## src/rtl/sar_seq_pkg.sv

```systemverilog
package sar_seq_pkg;

    localparam int RES_W      = 10;
    localparam int CH_W       = 3;
    localparam int DIV_W      = 15;
    localparam int WORD_W     = 16;
    localparam int NUM_IN     = 6;
    localparam int FRAME_LEN  = 32;
    localparam int ARM_TICKS  = 3;
    localparam int SAMP_NORM  = 4;
    localparam int SAMP_LONG  = 12;
    localparam int IDX_W      = $clog2(FRAME_LEN);
    localparam int BIT_W      = $clog2(RES_W);

    typedef enum logic [1:0] {ST_IDLE, ST_ARM, ST_CONV} seq_state_e;

    typedef enum logic [1:0] {A_CTRL = 2'd0, A_DATA = 2'd1, A_DIV = 2'd2, A_ACFG = 2'd3} reg_addr_e;

    typedef struct packed {
        logic            start;
        logic [CH_W-1:0] ch;
        logic            long_samp;
        logic            single;
    } ctrl_t;

    typedef struct packed {
        logic stat_mask;
        logic ana_on;
        logic bias_on;
    } acfg_t;

    typedef struct packed {
        logic [CH_W-1:0]  ch;
        logic [RES_W-1:0] code;
    } result_t;

    typedef struct packed {
        logic             hit;
        logic [BIT_W-1:0] pos;
    } slot_t;

    // Map a frame index to the result bit under trial, if any.
    function automatic slot_t decode_slot(input logic [IDX_W-1:0] idx, input logic long_mode);
        int    s;
        int    rel;
        slot_t r;
        s     = long_mode ? SAMP_LONG : SAMP_NORM;
        rel   = int'(idx) - s;
        r.hit = (rel >= 0) && (rel < RES_W);
        r.pos = r.hit ? BIT_W'(RES_W - 1 - rel) : '0;
        return r;
    endfunction

    function automatic logic [WORD_W-1:0] pack_data(input logic busy, input result_t r, input logic mask);
        logic [WORD_W-1:0] w;
        w = {busy, r.ch, 2'b00, r.code};
        if (mask) w[WORD_W-1 -: 4] = 4'b0000;
        return w;
    endfunction

endpackage

```

## src/rtl/sar_clk_div.sv

```systemverilog
module sar_clk_div #(
    parameter int DW = 15
) (
    input  logic          clk,
    input  logic          rst,
    input  logic          run,
    input  logic [DW-1:0] div,
    output logic          tick
);
    logic [DW-1:0] cnt_q;

    assign tick = run && (cnt_q == div);

    // Phase restarts whenever the sequencer is idle.
    always_ff @(posedge clk) begin
        if (rst || !run) cnt_q <= '0;
        else if (tick)   cnt_q <= '0;
        else             cnt_q <= cnt_q + 1'b1;
    end

    assert_tick_gap_R1: assert property (@(posedge clk) disable iff (rst)
        (tick && div != '0) |=> !tick);

endmodule

```

## src/rtl/sar_reg_file.sv

```systemverilog
module sar_reg_file import sar_seq_pkg::*; (
    input  logic              clk,
    input  logic              rst,
    input  logic              wr_en,
    input  logic [1:0]        addr,
    input  logic [WORD_W-1:0] wdata,
    output logic [WORD_W-1:0] rdata,
    input  logic              clr_start,
    input  logic              busy,
    input  result_t           res,
    output ctrl_t             ctrl,
    output logic [DIV_W-1:0]  div,
    output logic              pwr_ok,
    output logic              stat_mask
);
    ctrl_t            ctrl_q;
    acfg_t            acfg_q;
    logic [DIV_W-1:0] div_q;

    assign pwr_ok    = acfg_q.bias_on & acfg_q.ana_on;
    assign stat_mask = acfg_q.stat_mask;
    assign ctrl      = ctrl_q;
    assign div       = div_q;

    always_ff @(posedge clk) begin
        if (rst) begin
            ctrl_q <= '0;
            acfg_q <= '0;
            div_q  <= '1;
        end else begin
            if (clr_start) ctrl_q.start <= 1'b0;
            if (wr_en) begin
                case (reg_addr_e'(addr))
                    A_CTRL: begin
                        ctrl_q.start     <= wdata[15] & pwr_ok;
                        ctrl_q.ch        <= wdata[14:12];
                        ctrl_q.long_samp <= wdata[11];
                        ctrl_q.single    <= wdata[10];
                    end
                    A_DIV:  div_q  <= wdata[DIV_W-1:0];
                    A_ACFG: acfg_q <= wdata[2:0];
                    default: ;
                endcase
            end
            if (!pwr_ok) ctrl_q.start <= 1'b0;
        end
    end

    always_comb begin
        case (reg_addr_e'(addr))
            A_CTRL:  rdata = {ctrl_q, 10'b0};
            A_DATA:  rdata = pack_data(busy, res, acfg_q.stat_mask);
            A_DIV:   rdata = {1'b0, div_q};
            default: rdata = {13'b0, acfg_q};
        endcase
    end

    assert_start_gated_R12: assert property (@(posedge clk) disable iff (rst)
        !pwr_ok |=> !ctrl_q.start);

endmodule

```

## src/rtl/sar_frame_seq.sv

```systemverilog
module sar_frame_seq import sar_seq_pkg::*; #(
    parameter int ARM_TICKS_P = ARM_TICKS
) (
    input  logic              clk,
    input  logic              rst,
    input  logic              tick,
    input  logic              pwr_ok,
    input  ctrl_t             ctrl,
    input  logic              cmp_in,
    output logic              run,
    output logic              busy,
    output logic              sample_en,
    output logic [RES_W-1:0]  trial_code,
    output logic [NUM_IN-1:0] ch_en,
    output logic              done,
    output logic              clr_start,
    output result_t           res
);
    localparam int AW   = $clog2(ARM_TICKS_P);
    localparam int LAST = FRAME_LEN - 1;

    seq_state_e       state_q;
    logic [AW-1:0]    arm_q;
    logic [IDX_W-1:0] idx_q;
    logic [RES_W-1:0] acc_q;
    logic [CH_W-1:0]  tag_q;
    logic             busy_q;
    logic             done_q;
    result_t          res_q;
    slot_t            slot;
    logic             in_conv;
    logic             frame_end;

    assign in_conv   = (state_q == ST_CONV);
    assign slot      = decode_slot(idx_q, ctrl.long_samp);
    assign frame_end = in_conv && tick && (idx_q == IDX_W'(LAST)) && pwr_ok;
    assign clr_start = frame_end && ctrl.single;

    assign run        = (state_q != ST_IDLE);
    assign busy       = busy_q;
    assign done       = done_q;
    assign res        = res_q;
    assign sample_en  = in_conv && !slot.hit && (int'(idx_q) < (ctrl.long_samp ? SAMP_LONG : SAMP_NORM));
    assign trial_code = acc_q | ((in_conv && slot.hit) ? (RES_W'(1) << slot.pos) : '0);
    assign ch_en      = (in_conv && int'(tag_q) < NUM_IN) ? (NUM_IN'(1) << tag_q) : '0;

    always_ff @(posedge clk) begin
        if (rst) begin
            state_q <= ST_IDLE;
            arm_q   <= '0;
            idx_q   <= '0;
            acc_q   <= '0;
            tag_q   <= '1;
            busy_q  <= 1'b0;
            done_q  <= 1'b0;
            res_q   <= '{ch: '1, code: '0};
        end else begin
            done_q <= 1'b0;
            if (!pwr_ok) begin
                state_q <= ST_IDLE;
                busy_q  <= 1'b0;
            end else begin
                case (state_q)
                    ST_IDLE: if (ctrl.start) begin
                        state_q <= ST_ARM;
                        arm_q   <= '0;
                    end
                    ST_ARM: if (tick) begin
                        if (arm_q == AW'(ARM_TICKS_P - 1)) begin
                            state_q <= ST_CONV;
                            busy_q  <= 1'b1;
                            idx_q   <= '0;
                            acc_q   <= '0;
                            tag_q   <= ctrl.ch;
                        end else begin
                            arm_q <= arm_q + 1'b1;
                        end
                    end
                    ST_CONV: if (tick) begin
                        if (slot.hit) acc_q[slot.pos] <= cmp_in;
                        if (frame_end) begin
                            done_q     <= 1'b1;
                            res_q.code <= acc_q;
                            res_q.ch   <= tag_q;
                            if (ctrl.single || !ctrl.start) begin
                                state_q <= ST_IDLE;
                                busy_q  <= 1'b0;
                            end else begin
                                idx_q <= '0;
                                acc_q <= '0;
                                tag_q <= ctrl.ch;
                            end
                        end else begin
                            idx_q <= idx_q + 1'b1;
                        end
                    end
                    default: state_q <= ST_IDLE;
                endcase
            end
        end
    end

    assert_onehot_sel_R7: assert property (@(posedge clk) disable iff (rst)
        $onehot0(ch_en));

    assert_irq_pulse_R10: assert property (@(posedge clk) disable iff (rst)
        done_q |=> !done_q);

    assert_busy_fall_R10: assert property (@(posedge clk) disable iff (rst)
        ($fell(busy_q) && $past(pwr_ok)) |-> done_q);

    assert_power_off_R12: assert property (@(posedge clk) disable iff (rst)
        !pwr_ok |=> !busy_q);

    assert_sample_in_frame_R9: assert property (@(posedge clk) disable iff (rst)
        sample_en |-> busy_q);

endmodule

```

## src/rtl/sar_conv_sequencer.sv

```systemverilog
module sar_conv_sequencer import sar_seq_pkg::*; (
    input  logic              clk,
    input  logic              rst,
    input  logic              wr_en,
    input  logic [1:0]        addr,
    input  logic [WORD_W-1:0] wdata,
    output logic [WORD_W-1:0] rdata,
    input  logic              cmp_in,
    output logic [RES_W-1:0]  trial_code,
    output logic              sample_en,
    output logic [NUM_IN-1:0] ch_en,
    output logic              conv_irq,
    output logic              dma_req
);
    ctrl_t            ctrl;
    logic [DIV_W-1:0] div;
    logic             pwr_ok;
    logic             stat_mask;
    logic             run;
    logic             tick;
    logic             busy;
    logic             done;
    logic             clr_start;
    result_t          res;

    sar_reg_file u_regs (
        .clk       (clk),
        .rst       (rst),
        .wr_en     (wr_en),
        .addr      (addr),
        .wdata     (wdata),
        .rdata     (rdata),
        .clr_start (clr_start),
        .busy      (busy),
        .res       (res),
        .ctrl      (ctrl),
        .div       (div),
        .pwr_ok    (pwr_ok),
        .stat_mask (stat_mask)
    );

    sar_clk_div #(.DW(DIV_W)) u_div (
        .clk  (clk),
        .rst  (rst),
        .run  (run),
        .div  (div),
        .tick (tick)
    );

    sar_frame_seq #(.ARM_TICKS_P(ARM_TICKS)) u_seq (
        .clk        (clk),
        .rst        (rst),
        .tick       (tick),
        .pwr_ok     (pwr_ok),
        .ctrl       (ctrl),
        .cmp_in     (cmp_in),
        .run        (run),
        .busy       (busy),
        .sample_en  (sample_en),
        .trial_code (trial_code),
        .ch_en      (ch_en),
        .done       (done),
        .clr_start  (clr_start),
        .res        (res)
    );

    assign conv_irq = done;
    assign dma_req  = done;

    assert_mask_hides_R8: assert property (@(posedge clk) disable iff (rst)
        (stat_mask && addr == 2'd1) |-> (rdata[15:12] == 4'b0000));

endmodule

```

## config.mk

```make
export PLATFORM = sky130hd
export DESIGN_NAME = sar_conv_sequencer
export DESIGN_NICKNAME = d
export VERILOG_FILES = /design/src/rtl/sar_seq_pkg.sv /design/src/rtl/sar_clk_div.sv /design/src/rtl/sar_reg_file.sv /design/src/rtl/sar_frame_seq.sv /design/src/rtl/sar_conv_sequencer.sv
export SDC_FILE = /design/constraint.sdc
export NUM_CORES = 1
export LEC_CHECK = 0
export CORE_ASPECT_RATIO = 1.75
export CORE_MARGIN = 8
export CORE_UTILIZATION = 40
export DETAILED_ROUTE_END_ITERATION = 16
export DONT_BUFFER_PORTS = 1
export SYNTH_ARGS = -nofsm -noshare
export SYNTH_HDL_FRONTEND = slang
export SYNTH_SLANG_ARGS = --single-unit
```

## constraint.sdc

```tcl
create_clock -name clk -period 5.33 [get_ports clk]
set_input_delay 0.7995 -clock clk [delete_from_list [all_inputs] [get_ports clk]]
set_output_delay 0.7995 -clock clk [all_outputs]
set_load 0.03 [all_outputs]
```

==> flow_metrics.py, run 1 <==
metrics = {
    "clock_network": {
        "cts_tree": "yes",
        "cts-htree-levels": 3,
        "cts.sinks": 76,
        "post_cts_resized": 0,
        "cts_root_buf": "clkbuf_16",
        "cts_buffer_depth": 2,
        "cts.clk_slew.worst_paths_ns": 0.06,
        "cts_buffers": 9,
        "clk-insertion-delay-late_ns": 0.34,
        "postCtsSetupBuffers": 0,
        "ctsHoldBuffers": 0,
    },
    "job": {
        "cap_violations": 0,
    },
    "timing": {
        "rsz0062_at_grt": "no",
        "maxSlewViolCount": 0,
        "maxSlewHeadroom_pct": 31.0,
        "tightest_slew_ns": 1.02,
        "fin_crit_ns": 3.59,
        "clock_skew_ns": 0.00508,
        "worst_slack_ns": 1.74,
        "setup_tns_ns": 0,
        "max_freq_mhz": 279,
        "finalSetupViolations": 0,
        "holdWs_ns": 0.471,
        "finalCritPeriodShare_pct": 67.3,
        "hold_viol": 0,
    },
    "worst_hold_path": {
        "min_delay_worst_endpoint": "u_seq.res[7]",
        "hold_depth": 2,
        "hold_path_class": "flop to flop",
        "worstHoldStart": "u_seq.res[7]",
    },
    "route": {
        "drtPass1Iterations": 4,
        "routedWlPerCell_microns": 18.6,
        "drtIter0Drc": 231,
        "ant_nets": 0,
        "totalWireLength_mm": 11.0,
        "post_drt_via_cell_ratio": 5.81,
        "drc": 0,
        "vias": 3447,
    },
    "placement": {
        "hpwl_mm": 8.34,
        "gp_congestion": 0.894,
        "place_area_sq_mm": 0.00407,
        "port_buffers": 0,
        "pre_cts_ws_ns": 2.10,
    },
    "critical_path": {
        "rr_worst_depth": 5,
        "critPathMaxStageDelay_ns": 0.53,
        "path_class": "flop to output pin",
        "cpLargestDelayFamily": "simple AND/OR/NAND/NOR gates",
        "timing.rr.end": "u_div.cnt_q[11]",
        "crit_path_end_kind": "output pin",
        "worstPathRequired_ns": 4.53,
        "worstReg2RegStart": "u_regs.div[13]",
        "cp_max_fo": 7,
        "path_buf_inv": 1,
        "arrival_ns": 2.79,
        "ff2ff_setup_slack_ns": 2.57,
        "crit_path_start_kind": "flop",
        "cp_cell_sequence": "inv_1 > fa_1 > xor2_1 > nand2_1 > nor3_1 > a21o_1",
        "critical_path.slowest_cell": "fa_1",
    },
    "synth": {
        "dominantRegCellSynth": "dfxtp_1",
        "synth_cells": 480,
        "yosysWarningCount": 0,
        "synthMuxAreaShare_pct": 4.56,
        "syn_area_sq_mm": 0.00403,
        "yosysTopAreaCellShare_pct": 37.8,
        "synth_top_family_by_area": "simple AND/OR/NAND/NOR gates",
        "synthAdderAreaFrac_pct": 3.91,
        "synthArstFlopShare_pct": 0,
        "ys_types": 56,
        "seq_area_frac_synth_pct": 37.8,
        "ys_seq_elements": 76,
        "yosys.area.top_type": "dfxtp_1",
        "synth-compound-area-share_pct": 15.2,
        "synthXorXnorAreaFrac_pct": 6.30,
        "syn_avg_cell_area_sq_um": 8.40,
        "ys_top_cells_by_area": "dfxtp_1 (38%), nand3_1 (5.2%), nand2_1 (4.8%), xor2_1 (4.8%), nor2_1 (4.5%)",
        "yosys.area_share.simple_pct": 27.8,
        "synth_fp_nets": 514,
        "synth-edff-count": 0,
    },
    "pwr": {
        "vdd_drop_max_mv": 0.162,
        "p_leak_nw": 1.57,
        "powerDensity_mw_per_mm2": 299,
    },
    "global_routing": {
        "grt_max_degree": 37,
        "grt.total_usage_pct": 16.5,
        "grt-ovfl-total": 0,
        "grt_pass1_vias": 3325,
        "grt_pass1_wl_mm": 18.0,
        "grt_antenna_before_repair": 0,
    },
    "layout": {
        "nNetsFinal": 497,
        "final_common_cell": "dfxtp_1",
        "area_delta_synth_final_pct": 9.03,
        "n_antenna_cell": 0,
        "drive_gt1_share_pct": 7.48,
        "postLayoutCellArea_sq_mm": 0.00439,
        "layout_common_cells": "dfxtp_1 (76), nand2_1 (52), nor2_1 (48)",
        "fillers": 1000,
    },
    "floorplan": {
        "num_rows": 48,
        "start_util_pct": 40.9,
        "die_area_sq_mm": 0.0137,
        "dieWidth_microns": 91.9,
        "coreArea_sq_mm": 0.00985,
        "ios": 57,
        "die_h_microns": 149,
    },
    "outcome": {
        "status": "finished clean",
    },
}
[through the flow]
stage	total power, mW	utilization [%]	cells
5_1_grt	1.36	44.6	593
4_1_cts	1.33	44.6	593
3_5_place_dp	0.663	41.3	577
6_report	1.31	44.6	593
3_3_place_gp	0.662	41.3	577
2_1_floorplan	0.655	-	480
[cell type report]
cell class / instances / area (sq um) / share of cell area (%)
clock inverter: 6 / 86.3 / 1.96
timing repair buffer: 1 / 7.51 / 0.171
tap: 125 / 156 / 3.56
sequential: 76 / 1520 / 34.6
clock buffer: 10 / 239 / 5.44
inverter: 11 / 41.3 / 0.940
multi-input combinational: 364 / 2340 / 53.3
[Yosys cell counts (all sizes together), types with 3 or more instances]
cell / n
clkbuf: 19
dfxtp: 76
a31o: 4
mux2: 3
o41ai: 6
nor3b: 3
a21o: 3
nor4: 5
xnor2: 7
o31ai: 5
and3: 11
nand2: 52
nand2b: 5
or3: 3
mux2i: 15
nor2: 48
nand3b: 4
nand4: 13
buf: 10
xor2: 22
nor2b: 9
ha: 11
nand3: 42
o21bai: 4
a21oi: 25
nor3: 8
o21ai: 18
a22o: 10
inv: 10
and2: 3
[worst max path at each step]
stage,start,end,cells after the start
finish,u_seq.idx_q[2],trial_code[5],6
detailed placement,u_seq.idx_q[2],trial_code[5],6
global route,u_seq.idx_q[2],trial_code[5],6
floorplan,u_seq.idx_q[2],trial_code[5],6
CTS,u_seq.idx_q[2],trial_code[5],6
global placement,u_seq.idx_q[2],trial_code[5],6
[layer usage]
layer  vias up  track usage [%]  wire length, microns
li1       1689                -                     -
met1      1634             17.6                  4200
met2       105             29.9                  5940
met3        19             3.93                   606
met4         0             7.30                   263
met5         -                0                     0
[state kept, by name, indices dropped and copies added (netlist names)]
register,count
u_seq.idx_q,5
u_seq.done,1
u_seq.tag_q,3
u_seq.acc_q,10
u_regs.acfg_q,2
u_seq.arm_q,2
u_regs.div,15
u_seq.state_q,2
u_seq.res,13
u_regs.stat_mask,1
u_regs.ctrl,6
u_seq.busy,1
u_div.cnt_q,15
[report_power, final]
| group | switching, mW | internal (mW) |
|---|---|---|
| Sequential | 0.00963 | 0.576 |
| Clock | 0.242 | 0.422 |
| Combinational | 0.0443 | 0.0199 |
[cells by family after synthesis]
family,after synthesis
buffers and inverters,40
adder cells (fa/ha/maj),12
flip-flops,76
AND/OR/NAND/NOR,216
XOR/XNOR,29
AO/OA/AOI/OAI,89
multiplexers,18
[worst register-to-register path, cell delays in order (launching register included)]
cell and delay [ns]:
dfxtp_1 0.37, xor2_1 0.19, nor4_2 0.44, and4_1 0.96, or3_1 0.57, nor2_1 0.11
Power figures use the tool's default switching activity.
==> inputs of run 2 (changes only) <==
- clock period: 5.33 -> 3.7 ns (I/O delays scaled with it)
==> run 2 against run 1 <==
Effect of this change:
- via count decreased by 0.90%
- utilization increased by 0.051 points
- die area unchanged
- clock skew is 0.0013 ns higher
- highest routed layer unchanged
- clock power increased by 20%
- sequential share of layout area about the same
- total power up 32%
- hold slack lost 0.18 ns
- design area up 0.11%
- non-clock buffer count increased by 8
==> flow_metrics.py, run 2 (synthesis results as in run 1) <==
metrics = {
    "placement": {
        "pre_cts_ws_ns": 0.712,
        "hpwl_mm": 8.50,
        "port_buffers": 0,
        "gp_congestion": 0.881,
    },
    "route": {
        "drtIter0Drc": 181,
        "drtPass1Iterations": 5,
        "totalWireLength_mm": 11.0,
        "routedWlPerCell_microns": 18.4,
        "vias": 3416,
        "post_drt_via_cell_ratio": 5.68,
        "ant_nets": 0,
        "drc": 0,
    },
    "layout": {
        "drive_gt1_share_pct": 8.82,
        "layout_common_cells": "dfxtp_1 (76), nand2_1 (52), nor2_1 (48)",
        "area_delta_synth_final_pct": 9.16,
        "nNetsFinal": 505,
        "final_common_cell": "dfxtp_1",
        "n_antenna_cell": 0,
        "fillers": 1018,
        "multi_input_area_sq_mm": 0.00234,
        "seqCellArea_sq_mm": 0.00152,
    },
    "timing": {
        "rsz0062_at_grt": "no",
        "fin_crit_ns": 3.34,
        "setup_tns_ns": 0,
        "hold_viol": 0,
        "tightest_slew_ns": 1.02,
        "worst_slack_ns": 0.365,
        "maxSlewViolCount": 0,
        "finalSetupViolations": 0,
        "finalCritPeriodShare_pct": 90.1,
        "max_freq_mhz": 300,
        "clock_skew_ns": 0.00640,
        "maxSlewHeadroom_pct": 31.6,
    },
    "global_routing": {
        "grt-ovfl-total": 0,
        "grt_antenna_before_repair": 0,
        "grt_max_degree": 37,
        "grt_pass1_wl_mm": 17.9,
        "grt.total_usage_pct": 16.6,
        "grt_pass1_vias": 3340,
    },
    "pwr": {
        "p_leak_nw": 1.58,
        "vdd_drop_max_mv": 0.227,
        "p_seq_share_pct": 48.6,
        "p_clk_share_pct": 45.9,
        "switchingPower_mw": 0.407,
        "combPwrFrac_pct": 5.5,
        "powerDensity_mw_per_mm2": 394,
        "p_sw_share_pct": 23.5,
        "internal-power_mw": 1.33,
    },
    "clock_network": {
        "cts-htree-levels": 3,
        "cts_buffer_depth": 2,
        "cts_root_buf": "clkbuf_16",
        "cts.sinks": 76,
        "ctsHoldBuffers": 0,
        "postCtsSetupBuffers": 0,
        "cts_buffers": 9,
        "post_cts_resized": 0,
        "clk-insertion-delay-late_ns": 0.33,
        "cts_tree": "yes",
        "cts.clk_slew.worst_paths_ns": 0.06,
    },
    "floorplan": {
        "ios": 57,
        "die_h_microns": 149,
        "dieWidth_microns": 91.9,
        "start_util_pct": 40.9,
        "coreArea_sq_mm": 0.00985,
        "die_area_sq_mm": 0.0137,
        "num_rows": 48,
    },
    "critical_path": {
        "critPathMaxStageDelay_ns": 0.54,
        "arrival_ns": 2.78,
        "worstPathRequired_ns": 3.14,
        "cp_cell_sequence": "inv_1 > fa_1 > xor2_1 > nand2_1 > nor3_1 > a21o_1",
        "cp_max_fo": 7,
        "path_class": "flop to output pin",
        "crit_path_end_kind": "output pin",
        "crit_path_start_kind": "flop",
        "path_buf_inv": 1,
        "ff2ff_setup_slack_ns": 1.14,
        "cpLargestDelayFamily": "simple AND/OR/NAND/NOR gates",
        "critical_path.slowest_cell": "fa_1",
    },
    "outcome": {
        "status": "finished clean",
    },
    "worst_hold_path": {
        "hold_path_class": "input pin to flop",
    },
    "job": {
        "cap_violations": 0,
    },
}
-- run 2: through the flow --
stage                     hold WS [ns]  utilization (%)  cell area, sq um  instances  power [mW]
after floorplan                  0.436                -              4030        480       0.943
after global placement           0.454             41.9              4130        585       0.955
after detailed placement         0.463             41.9              4130        585       0.957
after CTS                        0.279             44.7              4400        601        1.75
after global routing             0.277             44.7              4400        601        1.80
final                            0.288             44.7              4400        601        1.73
-- run 2: final cells by class --
| cell class | instances | area share, % |
|---|---|---|
| multi-input combinational | 364 | 53.2 |
| sequential | 76 | 34.6 |
| clock buffer | 11 | 5.52 |
| tap | 125 | 3.56 |
| timing repair buffer | 9 | 1.54 |
| inverter | 11 | 0.939 |
| clock inverter | 5 | 0.626 |
-- run 2: power by group through the flow --
stage	logic (mW)	registers (mW)	clock network, mW
2_1_floorplan	0.0869	0.856	0
3_3_place_gp	0.0940	0.861	0
3_5_place_dp	0.0955	0.862	0
4_1_cts	0.0958	0.844	0.813
5_1_grt	0.103	0.844	0.854
6_report	0.0949	0.843	0.796
-- run 2: path summary, 6_finish.rpt --
check	cells after the start	endpoint	from
worst max-delay path	6	trial_code[5]	u_seq.idx_q[2]
worst min-delay path	1	u_seq.res[5]	rst
worst max register to register	5	u_seq.tag_q[0]	u_regs.div[13]
worst min register to register	2	u_seq.busy	u_seq.busy
-- run 2: per-layer routing --
metal | track usage (%) | share of wire (%)
met1 | 17.1 | 37
met2 | 30.1 | 54
met3 | 4.13 | 5.5
met4 | 7.95 | 3.5
met5 | 0 | 0
-- run 2: worst reg2reg max path, delay by kind of cell, from the launching register on --
kind | cells | cell delay, ns
multiplexers | 1 | 0.23
XOR/XNOR | 1 | 0.20
AND/OR/NAND/NOR | 3 | 1.69
flip-flops | 1 | 0.36
==> inputs of run 3 (changes only) <==
==> constraint.sdc (replaced) <==
create_clock -name clk -period 3.7 [get_ports clk]
set_input_delay 0.555 -clock clk [delete_from_list [all_inputs] [get_ports clk]]
set_output_delay 0.555 -clock clk [all_outputs]
set_load 0.005 [all_outputs]
==> run 3 against run 2 <==
Effect of this change:
- non-clock buffer count fell by 6
- combinational power fell by 24%
- via count fell by 1.1%
- routed wire length fell by 0.99%
- sequential share of layout area fell by 0.19 points
- fmax rose by 2.9%
- critical endpoint is now trial_code[7]
- utilization rose by 0.24 points
- critical path type unchanged
- design area rose by 0.54%
- largest power group is now clock
==> flow_metrics.py, run 3 (synthesis results as in run 1) <==
metrics = {
    "outcome": {
        "status": "finished clean",
    },
    "route": {
        "drc": 0,
        "wl_met1_mm": 4.38,
        "drtPass1Iterations": 4,
        "drtIter0Drc": 121,
        "highest_layer": "met4",
        "totalWireLength_mm": 10.9,
        "wl_met2_mm": 5.79,
        "routedWlPerCell_microns": 18.4,
        "ant_nets": 0,
        "wl_met3_microns": 473,
        "vias": 3377,
        "post_drt_via_cell_ratio": 5.68,
    },
    "worst_hold_path": {
        "hold_path_class": "input pin to flop",
        "hold_depth": 1,
        "min_delay_worst_endpoint": "u_seq.idx_q[3]",
        "worstHoldStart": "rst",
    },
    "pwr": {
        "combPwrFrac_pct": 3.7,
        "vdd_drop_max_mv": 0.217,
        "switchingPower_mw": 0.394,
        "p_seq_share_pct": 43.3,
        "internal-power_mw": 1.55,
        "powerDensity_mw_per_mm2": 441,
        "p_sw_share_pct": 20.2,
        "p_clk_share_pct": 53.0,
        "p_leak_nw": 1.59,
    },
    "layout": {
        "layout_common_cells": "dfxtp_1 (76), nand2_1 (52), nor2_1 (48)",
        "drive_gt1_share_pct": 7.23,
        "fillers": 976,
        "postLayoutCellArea_sq_mm": 0.00442,
        "final_common_cell": "dfxtp_1",
        "n_antenna_cell": 0,
        "area_delta_synth_final_pct": 9.75,
        "seqCellArea_sq_mm": 0.00152,
        "nNetsFinal": 499,
        "multi_input_area_sq_mm": 0.00233,
    },
    "critical_path": {
        "cp_max_fo": 7,
        "worstReg2RegStart": "u_seq.idx_q[2]",
        "ff2ff_setup_slack_ns": 1.20,
        "timing.rr.end": "u_seq.acc_q[1]",
        "crit_path_end_kind": "output pin",
        "path_class": "flop to output pin",
        "worstPathRequired_ns": 3.14,
        "rr_worst_depth": 6,
        "crit_path_start_kind": "flop",
        "arrival_ns": 2.69,
    },
    "timing": {
        "rsz0062_at_grt": "no",
        "finalSetupViolations": 0,
        "finalCritPeriodShare_pct": 87.6,
        "hold_viol": 0,
        "setup_tns_ns": 0,
        "fin_crit_ns": 3.24,
        "maxSlewViolCount": 0,
        "maxSlewHeadroom_pct": 50.6,
        "clock_skew_ns": 0.00598,
        "worst_slack_ns": 0.459,
        "max_freq_mhz": 309,
        "tightest_slew_ns": 0.737,
    },
    "clock_network": {
        "ctsHoldBuffers": 0,
        "clk-insertion-delay-late_ns": 0.33,
        "cts_tree": "yes",
        "post_cts_resized": 0,
        "postCtsSetupBuffers": 0,
        "cts_buffer_depth": 2,
        "cts_root_buf": "clkbuf_16",
        "cts.sinks": 76,
        "cts.clk_slew.worst_paths_ns": 0.06,
        "cts-htree-levels": 3,
        "cts_buffers": 9,
    },
    "floorplan": {
        "ios": 57,
        "num_rows": 48,
        "coreArea_sq_mm": 0.00985,
        "start_util_pct": 40.9,
        "die_h_microns": 149,
        "die_area_sq_mm": 0.0137,
        "dieWidth_microns": 91.9,
    },
    "global_routing": {
        "grt_max_degree": 37,
        "grt-ovfl-total": 0,
        "grt_pass1_vias": 3286,
        "grt_pass1_wl_mm": 17.8,
        "grt_antenna_before_repair": 0,
        "grt.total_usage_pct": 16.5,
    },
    "job": {
        "cap_violations": 0,
    },
    "placement": {
        "pre_cts_ws_ns": 0.810,
        "place_area_sq_mm": 0.00407,
        "port_buffers": 0,
        "hpwl_mm": 8.30,
        "gp_congestion": 0.870,
    },
}
-- run 3: final cells by class --
| type | instances | area share [%] |
|---|---|---|
| inverter | 11 | 0.934 |
| multi-input combinational | 364 | 52.7 |
| clock inverter | 4 | 2.15 |
| sequential | 76 | 34.4 |
| tap | 125 | 3.54 |
| timing repair buffer | 3 | 0.509 |
| clock buffer | 12 | 5.80 |
-- run 3: worst max-delay path by stage --
stage / startpoint / end / slack, ns
6_report: u_seq.idx_q[2] / trial_code[7] / 0.46
5_1_grt: u_seq.idx_q[2] / trial_code[7] / 0.26
4_1_cts: u_seq.idx_q[2] / trial_code[7] / 0.44
3_5_place_dp: u_seq.idx_q[2] / trial_code[7] / 0.81
3_3_place_gp: u_seq.idx_q[2] / trial_code[6] / 0.93
2_1_floorplan: u_seq.idx_q[2] / trial_code[4] / 1.14
-- run 3: power groups by stage --
stage	Clock, mW	Combinational [mW]	Sequential (mW)
2_1_floorplan	0	0.0648	0.856
3_3_place_gp	0	0.0718	0.861
3_5_place_dp	0	0.0732	0.862
4_1_cts	1.05	0.0733	0.844
5_1_grt	1.09	0.0802	0.845
6_report	1.03	0.0724	0.843
-- run 3: per-stage QoR --
step	hold slack, ns	total power [mW]	util (%)	instances
floorplan	0.436	0.921	-	480
global placement	0.451	0.933	41.3	579
detailed placement	0.455	0.935	41.3	579
CTS	0.273	1.97	44.9	595
global route	0.275	2.02	44.9	595
finish	0.292	1.95	44.9	595
-- run 3: metal layers --
metal	global-route usage, %	vias to the layer above
li1	-	1682
met1	17.7	1610
met2	29.0	70
met3	4.08	15
met4	9.00	0
met5	0	-
-- run 3: worst max-delay path, cell delays in order, from the launching register on --
cell     delay (ns)
dfxtp_1        0.43
inv_1          0.13
fa_1           0.54
xor2_1         0.36
nand2_1        0.24
nor3_1         0.42
a31o_2         0.24
